File: config.mk
export PLATFORM = sky130hd
export DESIGN_NAME = ir_burst_tx
export DESIGN_NICKNAME = d
export VERILOG_FILES = /design/src/rtl/irtx_pkg.sv /design/src/rtl/irtx_slots.sv /design/src/rtl/irtx_carrier.sv /design/src/rtl/irtx_emit.sv /design/src/rtl/ir_burst_tx.sv
export SDC_FILE = /design/constraint.sdc
export NUM_CORES = 1
export LEC_CHECK = 0
export ABC_AREA = 1
export ABC_CLOCK_PERIOD_IN_PS = 4700
export BUFFER_PORTS_ARGS = -buffer_cell sky130_fd_sc_hd__buf_2
export CORE_ASPECT_RATIO = 1.4
export CORE_UTILIZATION = 40
export DETAILED_ROUTE_END_ITERATION = 8
export SETUP_SLACK_MARGIN = 0.15
export SLEW_MARGIN = 15
export SYNTH_ARGS = -nofsm -noshare
export SYNTH_HDL_FRONTEND = slang
export SYNTH_HIERARCHICAL = 1
export SYNTH_SLANG_ARGS = --single-unit
File: constraint.sdc
create_clock -name clk -period 4.7 [get_ports clk]
set_input_delay 1.41 -clock clk [delete_from_list [all_inputs] [get_ports clk]]
set_output_delay 1.41 -clock clk [all_outputs]
set_load 0.01 [all_outputs]
File: src/rtl/irtx_pkg.sv
// Package: shared sample format for the run-length IR transmitter.
// Assumes an 8-bit sample byte: mark flag on top, count below it.
package irtx_pkg;
    localparam int CNT_W = 7;
    localparam int SMP_W = CNT_W + 1;

    typedef struct packed {
        logic             mark;
        logic [CNT_W-1:0] count;
    } sample_t;
endpackage

File: src/rtl/irtx_slots.sv
// Module: two-slot sample buffer and playback sequencer.
// A slot is filled by an accepted host write and freed when its sample is
// loaded for playback. Each sample plays for max(count,1) units of
// SAMPLE_CYC clocks. Assumes SAMPLE_CYC >= 1.
module irtx_slots
    import irtx_pkg::*;
#(
    parameter int SAMPLE_CYC = 4
)(
    input  logic       clk,
    input  logic       rst_n,
    input  logic       wr_en,
    input  logic       wr_slot,
    input  sample_t    wr_data,
    output logic       mark_on,
    output logic       done_irq,
    output logic       underrun
);
    localparam int UW = (SAMPLE_CYC > 1) ? $clog2(SAMPLE_CYC) : 1;
    localparam logic [UW-1:0] UNIT_LAST = UW'(SAMPLE_CYC - 1);

    logic             wr_ptr_q, rd_ptr_q, active_q, mark_q;
    logic [CNT_W-1:0] left_q;
    logic [UW-1:0]    unit_q;
    logic [1:0]       full_vec;
    sample_t          slot_data [2];
    logic             accept, unit_end, last_unit, load_now;
    sample_t          next_smp;

    assign accept    = wr_en && (wr_slot == wr_ptr_q) && !full_vec[wr_ptr_q];
    assign unit_end  = active_q && (unit_q == UNIT_LAST);
    assign last_unit = unit_end && (left_q == CNT_W'(1));
    assign load_now  = full_vec[rd_ptr_q] && (!active_q || last_unit);
    assign next_smp  = slot_data[rd_ptr_q];

    for (genvar g = 0; g < 2; g++) begin : g_slot
        logic    full_q;
        sample_t data_q;

        // Fill on accepted write, empty when loaded for playback.
        always_ff @(posedge clk) begin
            if (!rst_n) begin
                full_q <= 1'b0;
                data_q <= '0;
            end else if (accept && (wr_ptr_q == 1'(g))) begin
                full_q <= 1'b1;
                data_q <= wr_data;
            end else if (load_now && (rd_ptr_q == 1'(g))) begin
                full_q <= 1'b0;
            end
        end

        assign full_vec[g]  = full_q;
        assign slot_data[g] = data_q;
    end

    // Expected write slot toggles on every accepted write.
    always_ff @(posedge clk) begin
        if (!rst_n)      wr_ptr_q <= 1'b0;
        else if (accept) wr_ptr_q <= ~wr_ptr_q;
    end

    // Playback: load, count units, end or chain into the next sample.
    always_ff @(posedge clk) begin
        if (!rst_n) begin
            active_q <= 1'b0;
            mark_q   <= 1'b0;
            left_q   <= '0;
            unit_q   <= '0;
            rd_ptr_q <= 1'b0;
            underrun <= 1'b0;
        end else if (load_now) begin
            active_q <= 1'b1;
            mark_q   <= next_smp.mark;
            left_q   <= (next_smp.count == '0) ? CNT_W'(1) : next_smp.count;
            unit_q   <= '0;
            rd_ptr_q <= ~rd_ptr_q;
            underrun <= 1'b0;
        end else if (last_unit) begin
            active_q <= 1'b0;
            mark_q   <= 1'b0;
            underrun <= 1'b1;
        end else if (unit_end) begin
            unit_q <= '0;
            left_q <= left_q - CNT_W'(1);
        end else if (active_q) begin
            unit_q <= unit_q + UW'(1);
        end
    end

    // One-cycle strobe after each finished sample.
    always_ff @(posedge clk) begin
        if (!rst_n) done_irq <= 1'b0;
        else        done_irq <= last_unit;
    end

    assign mark_on = active_q && mark_q;
endmodule

File: src/rtl/irtx_carrier.sv
// Module: carrier generator in 500 ns units.
// Counters restart while run is low, so every run of marks starts at
// phase 0. A period of 0 yields a steady high level; a high time of 0
// acts as 1. Assumes HALF_US_CYC clocks make 500 ns.
module irtx_carrier #(
    parameter int HALF_US_CYC = 2,
    parameter int CAR_W       = 7
)(
    input  logic             clk,
    input  logic             rst_n,
    input  logic             run,
    input  logic [CAR_W-1:0] period,
    input  logic [CAR_W-1:0] high,
    input  logic             pol,
    output logic             level
);
    localparam int PW = (HALF_US_CYC > 1) ? $clog2(HALF_US_CYC) : 1;
    localparam logic [PW-1:0] PRE_LAST = PW'(HALF_US_CYC - 1);

    logic [PW-1:0]    pre_q;
    logic [CAR_W-1:0] phase_q;
    logic [CAR_W-1:0] high_eff;

    assign high_eff = (high == '0) ? CAR_W'(1) : high;

    // Prescale to 500 ns steps and advance the phase modulo period.
    always_ff @(posedge clk) begin
        if (!rst_n || !run) begin
            pre_q   <= '0;
            phase_q <= '0;
        end else if (pre_q == PRE_LAST) begin
            pre_q   <= '0;
            phase_q <= (phase_q >= period - CAR_W'(1)) ? '0 : phase_q + CAR_W'(1);
        end else begin
            pre_q <= pre_q + PW'(1);
        end
    end

    assign level = (period == '0) ? 1'b1 : ((phase_q < high_eff) ^ pol);
endmodule

File: src/rtl/irtx_emit.sv
// Module: per-emitter output gating.
// Each pin carries the carrier level during marks when its mask bit is set.
module irtx_emit #(
    parameter int NUM_EMIT = 2
)(
    input  logic                level,
    input  logic                mark_on,
    input  logic [NUM_EMIT-1:0] mask,
    output logic [NUM_EMIT-1:0] pins
);
    for (genvar g = 0; g < NUM_EMIT; g++) begin : g_pin
        assign pins[g] = mask[g] & mark_on & level;
    end
endmodule

File: src/rtl/ir_burst_tx.sv
// Module: top of the run-length IR transmitter.
// Holds the configuration registers (reset to defaults) and joins the
// slot sequencer, carrier generator and emitter gates. Assumes the
// configuration is written only while idle.
module ir_burst_tx
    import irtx_pkg::*;
#(
    parameter int SAMPLE_CYC  = 4,
    parameter int HALF_US_CYC = 2,
    parameter int CAR_W       = 7,
    parameter int NUM_EMIT    = 2,
    parameter int DEF_PERIOD  = 32,
    parameter int DEF_HIGH    = 16
)(
    input  logic                clk,
    input  logic                rst_n,
    input  logic                wr_en,
    input  logic                wr_slot,
    input  logic [SMP_W-1:0]    wr_data,
    input  logic                cfg_we,
    input  logic [CAR_W-1:0]    cfg_period,
    input  logic [CAR_W-1:0]    cfg_high,
    input  logic                cfg_pol,
    input  logic [NUM_EMIT-1:0] cfg_mask,
    output logic [NUM_EMIT-1:0] ir_out,
    output logic                done_irq,
    output logic                underrun
);
    logic [CAR_W-1:0]    period_q, high_q;
    logic                pol_q;
    logic [NUM_EMIT-1:0] mask_q;
    logic                mark_on, level;

    // Configuration registers with their reset defaults.
    always_ff @(posedge clk) begin
        if (!rst_n) begin
            period_q <= CAR_W'(DEF_PERIOD);
            high_q   <= CAR_W'(DEF_HIGH);
            pol_q    <= 1'b0;
            mask_q   <= '1;
        end else if (cfg_we) begin
            period_q <= cfg_period;
            high_q   <= cfg_high;
            pol_q    <= cfg_pol;
            mask_q   <= cfg_mask;
        end
    end

    irtx_slots #(.SAMPLE_CYC(SAMPLE_CYC)) u_slots (
        .clk      (clk),
        .rst_n    (rst_n),
        .wr_en    (wr_en),
        .wr_slot  (wr_slot),
        .wr_data  (sample_t'(wr_data)),
        .mark_on  (mark_on),
        .done_irq (done_irq),
        .underrun (underrun)
    );

    irtx_carrier #(.HALF_US_CYC(HALF_US_CYC), .CAR_W(CAR_W)) u_car (
        .clk    (clk),
        .rst_n  (rst_n),
        .run    (mark_on),
        .period (period_q),
        .high   (high_q),
        .pol    (pol_q),
        .level  (level)
    );

    irtx_emit #(.NUM_EMIT(NUM_EMIT)) u_emit (
        .level   (level),
        .mark_on (mark_on),
        .mask    (mask_q),
        .pins    (ir_out)
    );
endmodule

Word level (Yosys, flattened, before mapping) --
Index checks and enable logic that the tools add are counted. W data, S select, Z words.
Cells by class: add/sub/neg operators 5, $lt $le $gt $ge 5, eq/ne operators 4, mux-type cells 23, bitwise logic cells 10, reductions and logical operators 28
Operator list (number):
- $mux W7 | 6
- $mux W8 | 3
- $logic_not A7 Y1 | 3
- $sub A7 B1 Y7 const B | 2
- $mux W1 | 12
- $logic_and A1 B1 Y1 | 10
- $reduce_bool A2 Y1 | 5
- $add A7 B1 Y7 const B | 1
- $eq A7 B1 Y1 const B | 1
- $ge A7 B7 Y1 | 1
- $lt A7 B7 Y1 | 1
- $and A1 B1 Y1 | 4
- $logic_not A1 Y1 | 4
- $lt A1 B2 Y1 const B | 2
- $mux W2 | 2
- $not A1 Y1 | 4
- $reduce_and A2 Y1 | 2
- $reduce_or A2 Y1 | 2
- $add A2 B1 Y2 const B | 1
- $eq A2 B2 Y1 const B | 1
- $ge A2 B2 Y1 const B | 1
- $logic_or A1 B1 Y1 | 2
- $ne A2 B2 Y1 const B | 1
- $not A1 Y2 | 1
- 3 further kinds | 3
Word-level totals: register bits after elaboration 58, output and inout port bits 4, word-level logic and storage cells 95

Depth between registers and ports, before layout --
depth in word-level cells 8, gate-level depth with buffers 12

Modules after synthesis --
The synthesis kept the hierarchy.
By module, submodules not included:
- irtx_slots | times used 1, cells an instance 239, area an instance 1724.2 sq um
- irtx_carrier | times used 1, cells an instance 110, area an instance 783.3 sq um
- ir_burst_tx | times used 1, cells an instance 100, area an instance 691.9 sq um
- irtx_emit | times used 1, cells an instance 5, area an instance 18.8 sq um

Worst setup path after synthesis --
No wires, ideal clock.
path type reg2out, from register high_q[4], to output port ir_out[0], arrival 1416 ps, required time 3290 ps, slack 1874 ps, stages on the path, launching flop included 10, buffers on the path 0, path through dfxtp_1 -> inv_1 -> ha_1 -> a21oi_1 -> nor2_1 -> a211oi_1 -> nand3_1 -> nand3_1 -> nand2_1 -> nor2_1
On the way: word-level cells in the longest chain between the ends 6
RTL lines:
- start, declared | line ir_burst_tx.sv:29 | logic [CAR_W-1:0] period_q, high_q;
- start signal, assigned | line ir_burst_tx.sv:38 | high_q <= CAR_W'(DEF_HIGH);
- start signal, assigned | line ir_burst_tx.sv:43 | high_q <= cfg_high;
- $logic_not A7 Y1 | line irtx_carrier.sv:24 | assign high_eff = (high == '0) ? CAR_W'(1) : high;
- $mux W7 (*) | line irtx_carrier.sv:24
- $lt A7 B7 Y1 (*) | line irtx_carrier.sv:39 | assign level = (period == '0) ? 1'b1 : ((phase_q < high_eff) ^ pol);
- $xor A1 B1 Y1 (*) | line irtx_carrier.sv:39
- $mux W1 (*) | line irtx_carrier.sv:39
- net level | line ir_burst_tx.sv:32 | logic mark_on, level;
- $and A1 B1 Y1 (*) | line irtx_emit.sv:12 | assign pins[g] = mask[g] & mark_on & level;
- end, declared | line ir_burst_tx.sv:25 | output logic [NUM_EMIT-1:0] ir_out,
The timed path passes the listed nets; every way through them passes the cells marked *.

Worst setup path in the final report --
from register u_car.phase_q[4], to output port ir_out[1]
On the way: word-level cells in the longest chain between the ends 4
RTL lines:
- start, declared | line irtx_carrier.sv:21 | logic [CAR_W-1:0] phase_q;
- start signal, assigned | line irtx_carrier.sv:33 | phase_q <= (phase_q >= period - CAR_W'(1)) ? '0 : phase_q + CAR_W'(1);
- $lt A7 B7 Y1 | line irtx_carrier.sv:39
- $xor A1 B1 Y1 | line irtx_carrier.sv:39
- $mux W1 | line irtx_carrier.sv:39
- net level | line ir_burst_tx.sv:32
- $and A1 B1 Y1 | line irtx_emit.sv:12
The timed path passes the listed nets, and every way through them passes these cells.

==> metrics.yaml <==
layout:
  nFillCells: 802
  drive_above_1_share: 0.144
  final_common_cell: "nand2_1"
  mostFrequentLayoutCells: "123 x nand2_1, 58 x dfxtp_1, 56 x nor2_1"
  syn_to_final_growth_pct: 12.2
  diodes: 0
  final_core_util: 0.466
  finalNonFillerCells: 587
  fin_area_mm2: 0.00361
  nNetsFinal: 532
clocking:
  cts.sinks: 58
  cts_tree: "built"
  cts_buffers: 9
  clock_latency_ps: 340
  postCtsSetupRepairBufs: 0
  cts-resized-gates: 0
  clockBufferDepth: 2
  root_buffer: "clkbuf_8"
  hold_buffers: 0
  cts.clk_slew.worst_paths_ps: 80
  htreeDepth: 3
setup_path:
  critPathRequiredTime_ps: 3290
  crit_chain: "ha_1, a21oi_1, nor2_1, a211oi_1, nand3_1, nand3_1, nand2_1, nor2_1, buf_2"
  cp.arrival_ps: 1980
  crit_family: "simple AND/OR/NAND/NOR gates"
  critPathBufInv: 1
  crit_path_top_delay_cell: "dfxtp_1"
  cp_max_fo: 5
  critPathLaunchType: "flip-flop"
  end_kind: "output port"
  max_stage_delay_ps: 410
  path_class: "flip-flop to output port"
place:
  port_buffers: 33
  hpwl_mm: 5.31
  dp_cells: 572
  place_area_mm2: 0.00339
  gp_congestion: 0.820
timing:
  period_needed_ps: 3390
  tightest_slew_ps: 673
  fmax_ghz: 0.295
  drv_slew: 0
  slew_headroom: 0.552
  post-route-period-util: 0.721
  hold_viol: 0
  setup_tns_ps: 0
  rsz0062_at_grt: "no"
  worst_clock_skew_ps: 11.6
  holdWs_ps: 457
  finalSetupViolCount: 0
flow_run:
  maxCapViolCount: 0
floorplanning:
  ios: 34
  dieArea_mm2: 0.00841
  rows: 38
  die_x_um: 77.8
  coreArea_mm2: 0.00775
  dieHeight_um: 108
  start_util: 0.415
logic_synthesis:
  ys_ff_latch: 58
  synth_cell_type_count: 38
  muxShareOfSynthArea: 0
  synthesis.instances: 454
  syn-cell-area_mm2: 0.00322
  synthSimpleGateAreaFrac: 0.345
  syn_avg_cell_area_um2: 7.09
  netlist_top_cells_area: "dfxtp_1 36%, nand2_1 14%, ha_1 7.4%"
  synth_top_area_frac: 0.361
  synth_compound_area_frac: 0.0848
  yosysTopAreaCell: "dfxtp_1"
  synth_top_family_by_area: "simple AND/OR/NAND/NOR gates"
  synth_nets: 503
  synth_xor_area_frac: 0.0327
  ys_seq_area_frac: 0.361
  yosysWarningCount: 6
  synth-adder-area-share: 0.0739
global_route:
  grt_pass1_vias: 2675
  grt_usage: 0.190
  grt_pass1_wl_mm: 12.3
  grt-ovfl-total: 0
  grt_max_degree: 32
  antenna_found_initial: 0
outcome:
  status: "finished clean"
routing:
  antenna_left: 0
  drt_iter0_drc: 155
  finalWirelength_mm: 7.28
  drt-vias-per-instance: 4.95
  vias: 2907
  drc: 0
  wire_per_inst_um: 12.4
  drtPass1Iterations: 4
power_and_ir_drop:
  peakVddDrop_mv: 0.157
  leakagePower_nw: 1.73
  p_per_area_mw_per_mm2: 377
min_path:
  hp-class: "flip-flop to flip-flop"
-- metrics by stage --
step | worst slack [ps] | total power [mW]
floorplan | 1870 | 0.777
global placement | 1730 | 0.835
detailed placement | 1720 | 0.838
CTS | 1320 | 1.37
global route | 1100 | 1.44
finish | 1310 | 1.36
-- kinds of logic (layout without fill, tap and decap cells) --
family | Yosys count | count (layout)
simple gates | 249 | 249
buf+inv | 70 | 103
flops | 58 | 58
compound gates | 46 | 46
fa+ha+maj | 19 | 19
xor+xnor | 12 | 12
-- area by class of cell --
cell class | count | area [µm²] | share of cell area
clock buffers | 11 | 151 | 0.0419
well taps | 100 | 125 | 0.0346
clock inverters | 4 | 75.1 | 0.0208
repair buffers | 33 | 165 | 0.0457
inverters | 55 | 209 | 0.0578
multi-input cells | 326 | 1730 | 0.478
flip-flops and latches | 58 | 1160 | 0.321
-- worst register-to-register path: cells and delay by family, from the launching register on --
kind	cells	cell delay (ps)
xor gates and xnor gates	1	160
adders and majority gates	1	290
DFF	1	370
and+or+nand+nor	9	1270
-- power by group --
| group | total [mW] | leakage [nW] | switching, mW | internal [mW] |
|---|---|---|---|---|
| sequential | 0.563 | 0.474 | 0.0392 | 0.524 |
| combinational | 0.264 | 1.14 | 0.171 | 0.0925 |
| clock | 0.534 | 0.108 | 0.210 | 0.325 |
| total | 1.36 | 1.73 | 0.420 | 0.941 |
-- registers in the layout, summed over array words and instances (netlist names) --
| name | cells |
|---|---|
| period_q | 7 |
| u_slots/g_slot.full_q | 2 |
| u_slots/mark_q | 1 |
| u_slots/unit_q | 2 |
| u_slots/left_q | 7 |
| u_slots/done_irq | 1 |
| u_slots/active_q | 1 |
| u_slots/g_slot.data_q | 16 |
| u_slots/rd_ptr_q | 1 |
| u_slots/underrun | 1 |
| u_car/phase_q | 7 |
| high_q | 7 |
| pol_q | 1 |
| mask_q | 2 |
| u_car/pre_q | 1 |
| u_slots/wr_ptr_q | 1 |
-- synth_stat cells --
library cell / number
nand3_1: 24
nor2_2: 5
nor3b_1: 1
xnor2_1: 5
o21ai_0: 5
o211ai_1: 6
inv_1: 49
buf_6: 6
nor3_1: 2
clkinv_1: 1
o31ai_4: 1
buf_4: 2
buf_2: 3
inv_2: 4
o21ai_1: 3
dfxtp_1: 58
or2_1: 1
nand2_4: 2
nand4_1: 24
inv_4: 1
o31ai_1: 1
nand2_1: 123
o21ai_2: 1
nor4_1: 1
ha_1: 19
xor2_1: 7
buf_1: 1
o21a_1: 1
clkbuf_1: 2
a211oi_1: 1
nand3_2: 4
nand2_2: 3
and3_1: 1
nor2_4: 1
clkbuf_8: 1
nand3b_1: 1
nor2_1: 56
a21oi_1: 27
-- path summary, 6_finish.rpt --
kind         slack, ps                to             start  cells after the start
max               1310         ir_out[1]  u_car/phase_q[4]                      9
min                460         mask_q[0]         mask_q[0]                      2
max reg2reg       2500  u_car/phase_q[2]       period_q[2]                     11
min reg2reg        460         mask_q[0]         mask_q[0]                      2
-- metal layers --
metal / part of all wire / global-route usage
met1: 0.41 / 0.206
met2: 0.53 / 0.348
met5: 0 / 0
met4: 0.026 / 0.0957
met3: 0.039 / 0.0405
(Power assumes the default switching activity.)
